[src/rtl/tdm_chain_pkg.sv]
package tdm_chain_pkg;

  // Control-to-datapath strobes, all single system-clock pulses except active
  typedef struct packed {
    logic bitRise;     // rising bit-clock edge detected this cycle
    logic bitFall;     // falling bit-clock edge detected this cycle
    logic frameStart;  // this rising edge is frame position 0
    logic active;      // settled and locked to a frame: data may be sent
  } tdmStrobe_t;

endpackage

[src/rtl/tdm_chain_ctrl.sv]
module tdm_chain_ctrl
  import tdm_chain_pkg::*;
#(
  parameter int SLOT_W       = 32,
  parameter int SLOTS        = 8,
  parameter int CLK_DIV      = 4,
  parameter int SETTLE_BCLKS = 40,
  localparam int FRAME_BITS  = SLOT_W * SLOTS,
  localparam int POS_W       = $clog2(FRAME_BITS)
) (
  input  logic             clk,
  input  logic             rstN,
  input  logic             masterSel,
  input  logic             bclkIn,
  input  logic             fclkIn,
  output logic             bclkOut,
  output logic             fclkOut,
  output tdmStrobe_t       strb,
  output logic [POS_W-1:0] bitPos,
  output logic             settled
);

  localparam int HALF  = FRAME_BITS / 2;
  localparam int DIV_W = $clog2(CLK_DIV + 1);
  localparam int SET_W = $clog2(SETTLE_BCLKS + 1);

  logic             modeLatched;
  logic             modeMaster;
  logic [DIV_W-1:0] divCnt;
  logic             bclkReg;
  logic             fclkReg;
  logic [1:0]       bSync;
  logic [1:0]       fSync;
  logic             bPrev;
  logic             fclkPrev;
  logic             locked;
  logic [SET_W-1:0] settleCnt;

  logic             divWrap;
  logic             masterRise, masterFall;
  logic             slaveRise, slaveFall;
  logic             bitRise, bitFall;
  logic             fclkAtRise;
  logic             frameStart;
  logic [POS_W-1:0] nextPos;

  // Mode capture: once, in the first cycle after reset release
  always_ff @(posedge clk) begin
    if (!rstN) begin
      modeLatched <= 1'b0;
      modeMaster  <= 1'b0;
    end else if (!modeLatched) begin
      modeLatched <= 1'b1;
      modeMaster  <= masterSel;
    end
  end

  // Master bit-clock divider
  assign divWrap    = modeLatched && modeMaster && (divCnt == DIV_W'(CLK_DIV - 1));
  assign masterRise = divWrap && !bclkReg;
  assign masterFall = divWrap && bclkReg;

  always_ff @(posedge clk) begin
    if (!rstN) begin
      divCnt  <= '0;
      bclkReg <= 1'b0;
    end else if (modeLatched && modeMaster) begin
      divCnt <= divWrap ? '0 : divCnt + 1'b1;
      if (divWrap) bclkReg <= !bclkReg;
    end
  end

  // Slave clock synchronisers and edge detection
  always_ff @(posedge clk) begin
    if (!rstN) begin
      bSync <= '0;
      fSync <= '0;
      bPrev <= 1'b0;
    end else begin
      bSync <= {bSync[0], bclkIn};
      fSync <= {fSync[0], fclkIn};
      bPrev <= bSync[1];
    end
  end

  assign slaveRise = modeLatched && !modeMaster && bSync[1] && !bPrev;
  assign slaveFall = modeLatched && !modeMaster && !bSync[1] && bPrev;

  assign bitRise    = masterRise || slaveRise;
  assign bitFall    = masterFall || slaveFall;
  assign fclkAtRise = modeMaster ? fclkReg : fSync[1];
  assign frameStart = bitRise && fclkAtRise && !fclkPrev;
  assign nextPos    = (bitPos == POS_W'(FRAME_BITS - 1)) ? '0 : bitPos + 1'b1;

  // Frame position, lock and frame-clock generation
  always_ff @(posedge clk) begin
    if (!rstN) begin
      bitPos   <= POS_W'(FRAME_BITS - 2);
      fclkPrev <= 1'b1;
      locked   <= 1'b0;
      fclkReg  <= 1'b0;
    end else begin
      if (bitRise) begin
        fclkPrev <= fclkAtRise;
        bitPos   <= frameStart ? '0 : nextPos;
        if (frameStart) locked <= 1'b1;
      end
      if (masterFall) fclkReg <= (nextPos < POS_W'(HALF));
    end
  end

  // Post-reset settling, counted in rising bit-clock edges
  always_ff @(posedge clk) begin
    if (!rstN) begin
      settleCnt <= '0;
      settled   <= 1'b0;
    end else if (bitRise && !settled) begin
      settleCnt <= settleCnt + 1'b1;
      if (settleCnt == SET_W'(SETTLE_BCLKS - 1)) settled <= 1'b1;
    end
  end

  assign bclkOut         = bclkReg;
  assign fclkOut         = fclkReg;
  assign strb.bitRise    = bitRise;
  assign strb.bitFall    = bitFall;
  assign strb.frameStart = frameStart;
  assign strb.active     = settled && locked;

  assert_mode_frozen_R2: assert property (@(posedge clk) disable iff (!rstN)
    modeLatched |=> $stable(modeMaster))
    else $error("mode changed after capture");

  assert_fclk_on_fall_R3: assert property (@(posedge clk) disable iff (!rstN)
    (fclkOut != $past(fclkOut)) |-> $past(masterFall))
    else $error("frame clock moved outside a falling bit-clock edge");

  assert_settled_sticky_R4: assert property (@(posedge clk) disable iff (!rstN)
    settled |=> settled)
    else $error("settled flag dropped");

  assert_pos_zero_at_start_R5: assert property (@(posedge clk) disable iff (!rstN)
    frameStart |=> (bitPos == '0))
    else $error("position not zero after frame start");

  assert_slave_clocks_quiet_R9: assert property (@(posedge clk) disable iff (!rstN)
    (modeLatched && !modeMaster) |-> (!bclkOut && !fclkOut))
    else $error("clock outputs active in slave mode");

endmodule

[src/rtl/tdm_chain_datapath.sv]
module tdm_chain_datapath
  import tdm_chain_pkg::*;
#(
  parameter int SAMPLE_W    = 24,
  parameter int SLOT_W      = 32,
  parameter int SLOTS       = 8,
  localparam int FRAME_BITS = SLOT_W * SLOTS,
  localparam int POS_W      = $clog2(FRAME_BITS)
) (
  input  logic                clk,
  input  logic                rstN,
  input  tdmStrobe_t          strb,
  input  logic [POS_W-1:0]    bitPos,
  input  logic [SAMPLE_W-1:0] sampleA,
  input  logic [SAMPLE_W-1:0] sampleB,
  input  logic                sampleValid,
  input  logic                chainIn,
  output logic                serialOut
);

  localparam int SLOT_BITS = $clog2(SLOT_W);
  localparam int SI_W      = POS_W - SLOT_BITS;
  localparam int DLY       = 2 * SLOT_W;

  logic [SLOT_W-1:0]    extA, extB;
  logic [SLOT_W-1:0]    pendA, pendB;
  logic [SLOT_W-1:0]    frameA, frameB;
  logic [1:0]           chainSync;
  logic [DLY-1:0]       dly;
  logic [SI_W-1:0]      slotIdx;
  logic [SLOT_BITS-1:0] bitIdx;
  logic [SLOT_BITS-1:0] wordIdx;
  logic                 ownBit;
  logic                 outBit;

  // Sign extension of the samples to slot width
  generate
    if (SAMPLE_W == SLOT_W) begin : g_full
      assign extA = sampleA;
      assign extB = sampleB;
    end else begin : g_ext
      assign extA = {{(SLOT_W - SAMPLE_W){sampleA[SAMPLE_W-1]}}, sampleA};
      assign extB = {{(SLOT_W - SAMPLE_W){sampleB[SAMPLE_W-1]}}, sampleB};
    end
  endgenerate

  // Pending words (last write wins) and frame words (taken at frame start)
  always_ff @(posedge clk) begin
    if (!rstN) begin
      pendA  <= '0;
      pendB  <= '0;
      frameA <= '0;
      frameB <= '0;
    end else begin
      if (sampleValid) begin
        pendA <= extA;
        pendB <= extB;
      end
      if (strb.frameStart) begin
        frameA <= pendA;
        frameB <= pendB;
      end
    end
  end

  // Chain input: synchronise, then a two-slot delay line clocked by rising edges
  always_ff @(posedge clk) begin
    if (!rstN) begin
      chainSync <= '0;
      dly       <= '0;
    end else begin
      chainSync <= {chainSync[0], chainIn};
      if (strb.bitRise) dly <= {dly[DLY-2:0], chainSync[1]};
    end
  end

  // Bit selection for the current position
  assign slotIdx = bitPos[POS_W-1:SLOT_BITS];
  assign bitIdx  = bitPos[SLOT_BITS-1:0];
  assign wordIdx = SLOT_BITS'(SLOT_W - 1) - bitIdx;
  assign ownBit  = (slotIdx == '0) ? frameA[wordIdx] : frameB[wordIdx];
  assign outBit  = (slotIdx < SI_W'(2)) ? ownBit : dly[DLY-1];

  always_ff @(posedge clk) begin
    if (!rstN) begin
      serialOut <= 1'b0;
    end else if (strb.bitFall) begin
      serialOut <= strb.active ? outBit : 1'b0;
    end
  end

  assert_quiet_until_active_R4: assert property (@(posedge clk) disable iff (!rstN)
    (!strb.active && strb.bitFall) |=> !serialOut)
    else $error("data driven before the port is active");

  assert_out_moves_on_fall_R5: assert property (@(posedge clk) disable iff (!rstN)
    (serialOut != $past(serialOut)) |-> $past(strb.bitFall))
    else $error("serial output changed outside a falling edge");

  assert_frame_word_hold_R8: assert property (@(posedge clk) disable iff (!rstN)
    ((frameA != $past(frameA)) || (frameB != $past(frameB))) |-> $past(strb.frameStart))
    else $error("frame word changed mid-frame");

endmodule

[src/rtl/tdm_chain_port.sv]
module tdm_chain_port
  import tdm_chain_pkg::*;
#(
  parameter int SAMPLE_W     = 24,
  parameter int SLOT_W       = 32,
  parameter int SLOTS        = 8,
  parameter int CLK_DIV      = 4,
  parameter int SETTLE_BCLKS = 40
) (
  input  logic                clk,
  input  logic                rstN,
  input  logic                masterSel,
  input  logic [SAMPLE_W-1:0] sampleA,
  input  logic [SAMPLE_W-1:0] sampleB,
  input  logic                sampleValid,
  input  logic                bclkIn,
  input  logic                fclkIn,
  input  logic                chainIn,
  output logic                bclkOut,
  output logic                fclkOut,
  output logic                serialOut,
  output logic                serialOutEn
);

  localparam int POS_W = $clog2(SLOT_W * SLOTS);

  tdmStrobe_t       strb;
  logic [POS_W-1:0] bitPos;

  tdm_chain_ctrl #(
    .SLOT_W(SLOT_W), .SLOTS(SLOTS), .CLK_DIV(CLK_DIV), .SETTLE_BCLKS(SETTLE_BCLKS)
  ) u_ctrl (
    .clk(clk), .rstN(rstN), .masterSel(masterSel),
    .bclkIn(bclkIn), .fclkIn(fclkIn),
    .bclkOut(bclkOut), .fclkOut(fclkOut),
    .strb(strb), .bitPos(bitPos), .settled(serialOutEn)
  );

  tdm_chain_datapath #(
    .SAMPLE_W(SAMPLE_W), .SLOT_W(SLOT_W), .SLOTS(SLOTS)
  ) u_data (
    .clk(clk), .rstN(rstN), .strb(strb), .bitPos(bitPos),
    .sampleA(sampleA), .sampleB(sampleB), .sampleValid(sampleValid),
    .chainIn(chainIn), .serialOut(serialOut)
  );

endmodule

[config.mk]
export PLATFORM = sky130hd
export DESIGN_NAME = tdm_chain_port
export DESIGN_NICKNAME = d
export VERILOG_FILES = /design/src/rtl/tdm_chain_pkg.sv /design/src/rtl/tdm_chain_ctrl.sv /design/src/rtl/tdm_chain_datapath.sv /design/src/rtl/tdm_chain_port.sv
export SDC_FILE = /design/constraint.sdc
export NUM_CORES = 1
export LEC_CHECK = 0
export BUFFER_PORTS_ARGS = -buffer_cell sky130_fd_sc_hd__buf_4
export CORE_MARGIN = 10
export CORE_UTILIZATION = 53
export CTS_CLUSTER_SIZE = 8
export DETAILED_ROUTE_END_ITERATION = 10
export GPL_TIMING_DRIVEN = 0
export PLACE_DENSITY = 0.75
export SLEW_MARGIN = 20
export SYNTH_ARGS = -nofsm -noshare
export SYNTH_HDL_FRONTEND = slang
export SYNTH_SLANG_ARGS = --single-unit
[constraint.sdc]
create_clock -name clk -period 3.3 [get_ports clk]
set_input_delay 0.495 -clock clk [delete_from_list [all_inputs] [get_ports clk]]
set_output_delay 0.495 -clock clk [all_outputs]
set_load 0.05 [all_outputs]
# Yosys cells after proc, flatten, opt, wreduce, memory -nomap -nowiden

Cells that the tools add are included.

Add/subtract/negate cells: 4
Eq/ne operators: 3
Reduce and logical (&&, ||, !) cells: 25
Magnitude comparators: 3
Multiplexer cells: 12

Operators by type and width:

| kind                                                                         | number |
|---|---|
| 8-bit 2-to-1 mux                                                             | 2 |
| 1-bit logical AND                                                            | 13 |
| 1-bit binary-select mux with 5-bit select                                    | 2 |
| 8-bit by 1-bit adder with 8-bit output, second input constant                | 1 |
| 8-bit == test, second input constant                                         | 1 |
| 8-bit less-than comparator, second input constant                            | 1 |
| 1-bit 2-to-1 mux                                                             | 7 |
| 6-bit by 1-bit adder with 6-bit output, second input constant                | 1 |
| 6-bit == test, second input constant                                         | 1 |
| 1-bit logical NOT                                                            | 6 |
| 5-bit by 6-bit less-than comparator with 1-bit output, second input constant | 1 |
| 2-bit AND reduction                                                          | 3 |
| 5-bit subtractor, first input constant                                       | 1 |
| 3-bit by 1-bit adder with 3-bit output, second input constant                | 1 |
| 3-bit by 2-bit == test with 1-bit output, second input constant              | 1 |
| 3-bit logical NOT                                                            | 1 |
| 3-bit by 2-bit less-than comparator with 1-bit output, second input constant | 1 |
| 3-bit 2-to-1 mux                                                             | 1 |
| 1-bit logical OR                                                             | 2 |

Word-level logic and storage cells: 67
Input bits: 55
Register bits: 192

# Logic depth before layout (Yosys ltp)

Depth after elaboration: 8
Gate-level depth with buffers: 7

# Modules after synthesis

A second synthesis with hierarchy kept.

Cell total of the unflattened synthesis: 703
Area total of the unflattened synthesis: 7847.5 µm²

Modules (own cells, without submodules):

| module             | area an instance (µm²) | cells an instance | seq. area each (µm²) | times used |
|---|---|---|---|---|
| tdm_chain_datapath | 6553.8                 | 561               | 3263.1               | 1 |
| tdm_chain_ctrl     | 1293.7                 | 142               | 580.6                | 1 |

# Least setup slack after synthesis

No wires, ideal clock.

Path kind: register -> register
Start point: register u_ctrl.bclkReg, in the netlist u_ctrl.bclkOut
End point: register u_ctrl.bitPos[0]
Slack: 1.452 ns
Arrival: 1.778 ns
Setup time: 0.070 ns
Clock period less this slack: 1.848 ns
Path buffers: 1
Required time: 3.230 ns
Stages on the path, launching flop included: 7
Path through: dfxtp_1 and4bb_2 o2111a_1 buf_4 a31oi_4 nand3b_1 a21boi_1

Word-level cells in the longest chain between the ends: 6

RTL lines:

| item                           | RTL line              | source |
|---|---|---|
| start: declaration             | tdm_chain_ctrl.sv:30  | `logic bclkReg;` |
| start signal: assignment       | tdm_chain_ctrl.sv:69  | `if (divWrap) bclkReg <= !bclkReg;` |
| 1-bit logical NOT *            | tdm_chain_ctrl.sv:60  | `assign masterRise = divWrap && !bclkReg;` |
| 1-bit logical AND *            | tdm_chain_ctrl.sv:60  |  |
| 1-bit logical OR *             | tdm_chain_ctrl.sv:89  | `assign bitRise = masterRise \|\| slaveRise;` |
| 1-bit logical AND (2 in a row) | tdm_chain_ctrl.sv:92  | `assign frameStart = bitRise && fclkAtRise && !fclkPrev;` |
| 8-bit 2-to-1 mux               | tdm_chain_ctrl.sv:105 | `bitPos <= frameStart ? '0 : nextPos;` |
| end signal: assignment         | tdm_chain_ctrl.sv:98  | `bitPos <= POS_W'(FRAME_BITS - 2);` |
| end signal: assignment         | tdm_chain_ctrl.sv:105 |  |
| end: declaration               | tdm_chain_ctrl.sv:19  | `output logic [POS_W-1:0] bitPos,` |

Every way passes the cells marked *; elsewhere a longest branch is shown, timed or not.
A chain may end at the register's enable or synchronous reset.

# Final worst setup path

Start point: register u_ctrl.bitPos[0]
End point: register u_data.serialOut

Word-level cells in the longest chain between the ends: 6

RTL lines:

| item                                      | RTL line                 | source |
|---|---|---|
| 5-bit subtractor *                        | tdm_chain_datapath.sv:80 | `assign wordIdx = SLOT_BITS'(SLOT_W - 1) - bitIdx;` |
| 1-bit binary-select mux with 5-bit select | tdm_chain_datapath.sv:81 | `assign ownBit = (slotIdx == '0) ? frameA[wordIdx] : frameB[wordIdx];` |
| 1-bit 2-to-1 mux (not written as such)    | tdm_chain_datapath.sv:81 |  |
| 1-bit 2-to-1 mux *                        | tdm_chain_datapath.sv:81 |  |
| 1-bit 2-to-1 mux *                        | tdm_chain_datapath.sv:82 | `assign outBit = (slotIdx < SI_W'(2)) ? ownBit : dly[DLY-1];` |
| 1-bit 2-to-1 mux *                        | tdm_chain_datapath.sv:88 | `serialOut <= strb.active ? outBit : 1'b0;` |
| end signal: assignment                    | tdm_chain_datapath.sv:88 |  |
| end: declaration                          | tdm_chain_datapath.sv:18 | `output logic serialOut` |

Every way passes the cells marked *; elsewhere a longest branch is shown, timed or not. The select of a mux whose other input is x is not followed.

==> reports/results.ini <==
[detailed_routing]
first_pass_iters = 4
vias_per_cell = 5.158
wl_per_cell_um = 14.18
num_vias = 5772
wirelength_um = 15860
ant_nets = 0
remaining_drc_errors = 0
drtIter0Drc = 276

[clocking]
cts_sinks = 192
cts_resized = 0
cts_post_setup_buffers_inserted = 0
insertion_delay_ns = 0.43
cts_max_level = 4
numCtsBuffers = 17
cts.path.max_buffers = 2
cts_tree = yes
clk_pin_slew_worst_paths_ns = 0.07
ctsRootBufferMaster = clkbuf_16
hold_buffers = 0

[floorplan]
io_pins = 59
die_x_um = 141.6
core_area_um2 = 14480
rows = 44
start_util_pct = 54.09
die_h_um = 141.6
dieArea_um2 = 20040

[timing]
finClkSkew_ns = 0.007997
slew_viol_final = 0
worstMarginPinSlew_ns = 0.8539
maxSlewHeadroom_pct = 43.07
hold_violations = 0
period_share_pct = 59.44
finalCriticalPeriod_ns = 1.961
setup_tns_ns = 0
setup_viol = 0
clock.fmax_mhz = 509.8
rsz0062_at_grt = no

[global_routing]
grt_pass1_vias = 5651
antenna_found_initial = 0
grt_max_degree = 17
track_usage_pct = 16.20
overflow = 0
grt_first_pass_wirelength_um = 26690

[final_layout]
seqCellArea_um2 = 3844
drive_gt1_share_pct = 15.19
multi_input_area_um2 = 3646
nNetsFinal = 981
diodes = 0
synthToLayoutAreaGrowth_pct = 15.23
fillers = 1238
layout_commonest_cell = nand2_1
mostFrequentLayoutCells = nand2_1 (243), dfxtp_1 (192), a21boi_0 (103), buf_4 (69), nor2b_1 (53)

[placed_design]
hpwlAfterDp_um = 11090
port-buffer-count = 57
gp_congestion = 0.8540

[run]
drv_cap = 0

[yosys]
syn_area_um2 = 7831
synth_seq_cells = 192
ys_types = 52
synth_area_leader_cell = dfxtp_1
ys_seq_area_share_pct = 49.08
synth_nets = 905
ys.flop_type = dfxtp_1
netlist_instances = 847
async_flop_share_pct = 0
ys_warn_count = 0
synth_top_area_share_pct = 49.08
synth_edf_count = 0
synth_area_leaders = dfxtp_1 (49%), nand2_1 (12%), a21boi_0 (9.9%), mux2i_1 (6.4%), nor2b_1 (4.2%)
avgSynthCellArea_um2 = 9.246

[worst_setup_path]
crit_arrival_ns = 2.26
worstPathMaxFanout = 10
worstPathRequired_ns = 3.60
path_class = reg -> reg
rr_worst_depth = 7
end_kind = flip-flop
rrSetupSlack_ns = 1.34
startpoint_type = flip-flop

[pwr]
ir_drop_mv = 0.3611
p_clk_share_pct = 41.5
p_total_mw = 4.491
pwr-share-comb_pct = 5.4
p_int_mw = 3.501
leakage_nw = 3.442
swShare_pct = 22.05
p_per_area_nw_per_um2 = 497.7
switching_power_uw = 990.2
pwr-share-seq_pct = 53.1

[min_path]
hold_class = in -> reg
hold_depth = 1

[status]
status = finished clean

cell usage after synthesis (all sizes together), types with 2 or more instances:
library cell  number
o22ai              5
mux2i             50
o21ai             13
dfxtp            192
and3               4
a31oi              6
nor3               6
o2111ai            2
and2              14
clkbuf            28
mux4               7
a21oi              2
nand3              9
buf               36
nand4b             2
mux2               9
nor3b              3
nand2            243
nor4bb             2
inv                6
ha                 3
nor2               6
nor2b             53
xor2               7
nand2b             2
o21a               2
a311oi             3
o211ai             4
a21boi           115
cells by family (layout without fill, tap and decap cells):
logic type,Yosys count,count (layout),synth area share [%]
xor gates and xnor gates,7,7,0.7829
adders and majority gates,3,3,0.4794
muxes,66,66,9.794
and+or+nand+nor,349,349,20.19
buffers and inverters,70,158,4.362
AOI/OAI and AO/OA,160,160,15.31
DFF,192,192,49.08
layout make-up:
type | count | share of cell area (%)
Buffer | 64 | 3.536
Clock buffer | 21 | 5.214
Clock inverter | 10 | 0.7072
Inverter | 6 | 0.2496
Multi-Input combinational cell | 585 | 40.40
Sequential cell | 192 | 42.60
Tap cell | 184 | 2.551
Timing Repair Buffer | 57 | 4.742
worst max-delay path: stages (launching register included):
cell and delay (ns):
dfxtp_1 0.36, buf_6 0.17, buf_2 0.24, mux4_2 0.56
o22ai_1 0.16, nor2_1 0.05, o21ai_0 0.16, a31oi_1 0.13
power by group through the flow:
stage | combinational (mW) | sequential (mW) | clock, mW
after detailed placement | 0.244 | 2.44 | 0
after global placement | 0.241 | 2.44 | 0
final | 0.242 | 2.39 | 1.86
after floorplan | 0.156 | 2.43 | 0
after CTS | 0.245 | 2.38 | 1.90
after global routing | 0.268 | 2.39 | 2.00
registers in the layout, indices dropped and copies added, names as in the netlist, 2 cells and up:
name              flops
u_ctrl.divCnt         3
u_data.pendA         24
u_data.dly           64
u_data.chainSync      2
u_ctrl.bitPos         8
u_data.frameA        24
u_ctrl.bSync          2
u_ctrl.fSync          2
u_data.frameB        24
u_data.pendB         24
u_ctrl.settleCnt      6
routing by layer:
layer,global-route usage [%],part of all wire [%],up-vias
met2,24.87,45,100
met1,20.83,49,2652
met3,4.640,4.2,23
met4,6.832,1.7,0
li1,-,-,2997
met5,0,0,-
per-stage QoR:
step	hold WS (ns)	setup WS [ns]	util, %	area (um2)	instances
4_1_cts	0.1793	1.362	62.32	9024	1119
3_3_place_gp	0.4147	1.276	58.63	8489	1088
6_report	0.1955	1.339	62.32	9024	1119
2_1_floorplan	0.4119	1.452	-	7831	847
3_5_place_dp	0.4181	1.302	58.63	8489	1088
5_1_grt	0.1788	1.223	62.32	9024	1119
worst paths after layout:
check	startpoint	endpoint
min reg2reg	u_data.chainSync[0]	u_data.chainSync[1]
max reg2reg	u_ctrl.bitPos[0]	u_data.serialOut
min	rstN	u_ctrl.modeLatched
max	u_ctrl.bitPos[0]	u_data.serialOut
Power figures use the tool's default switching activity.
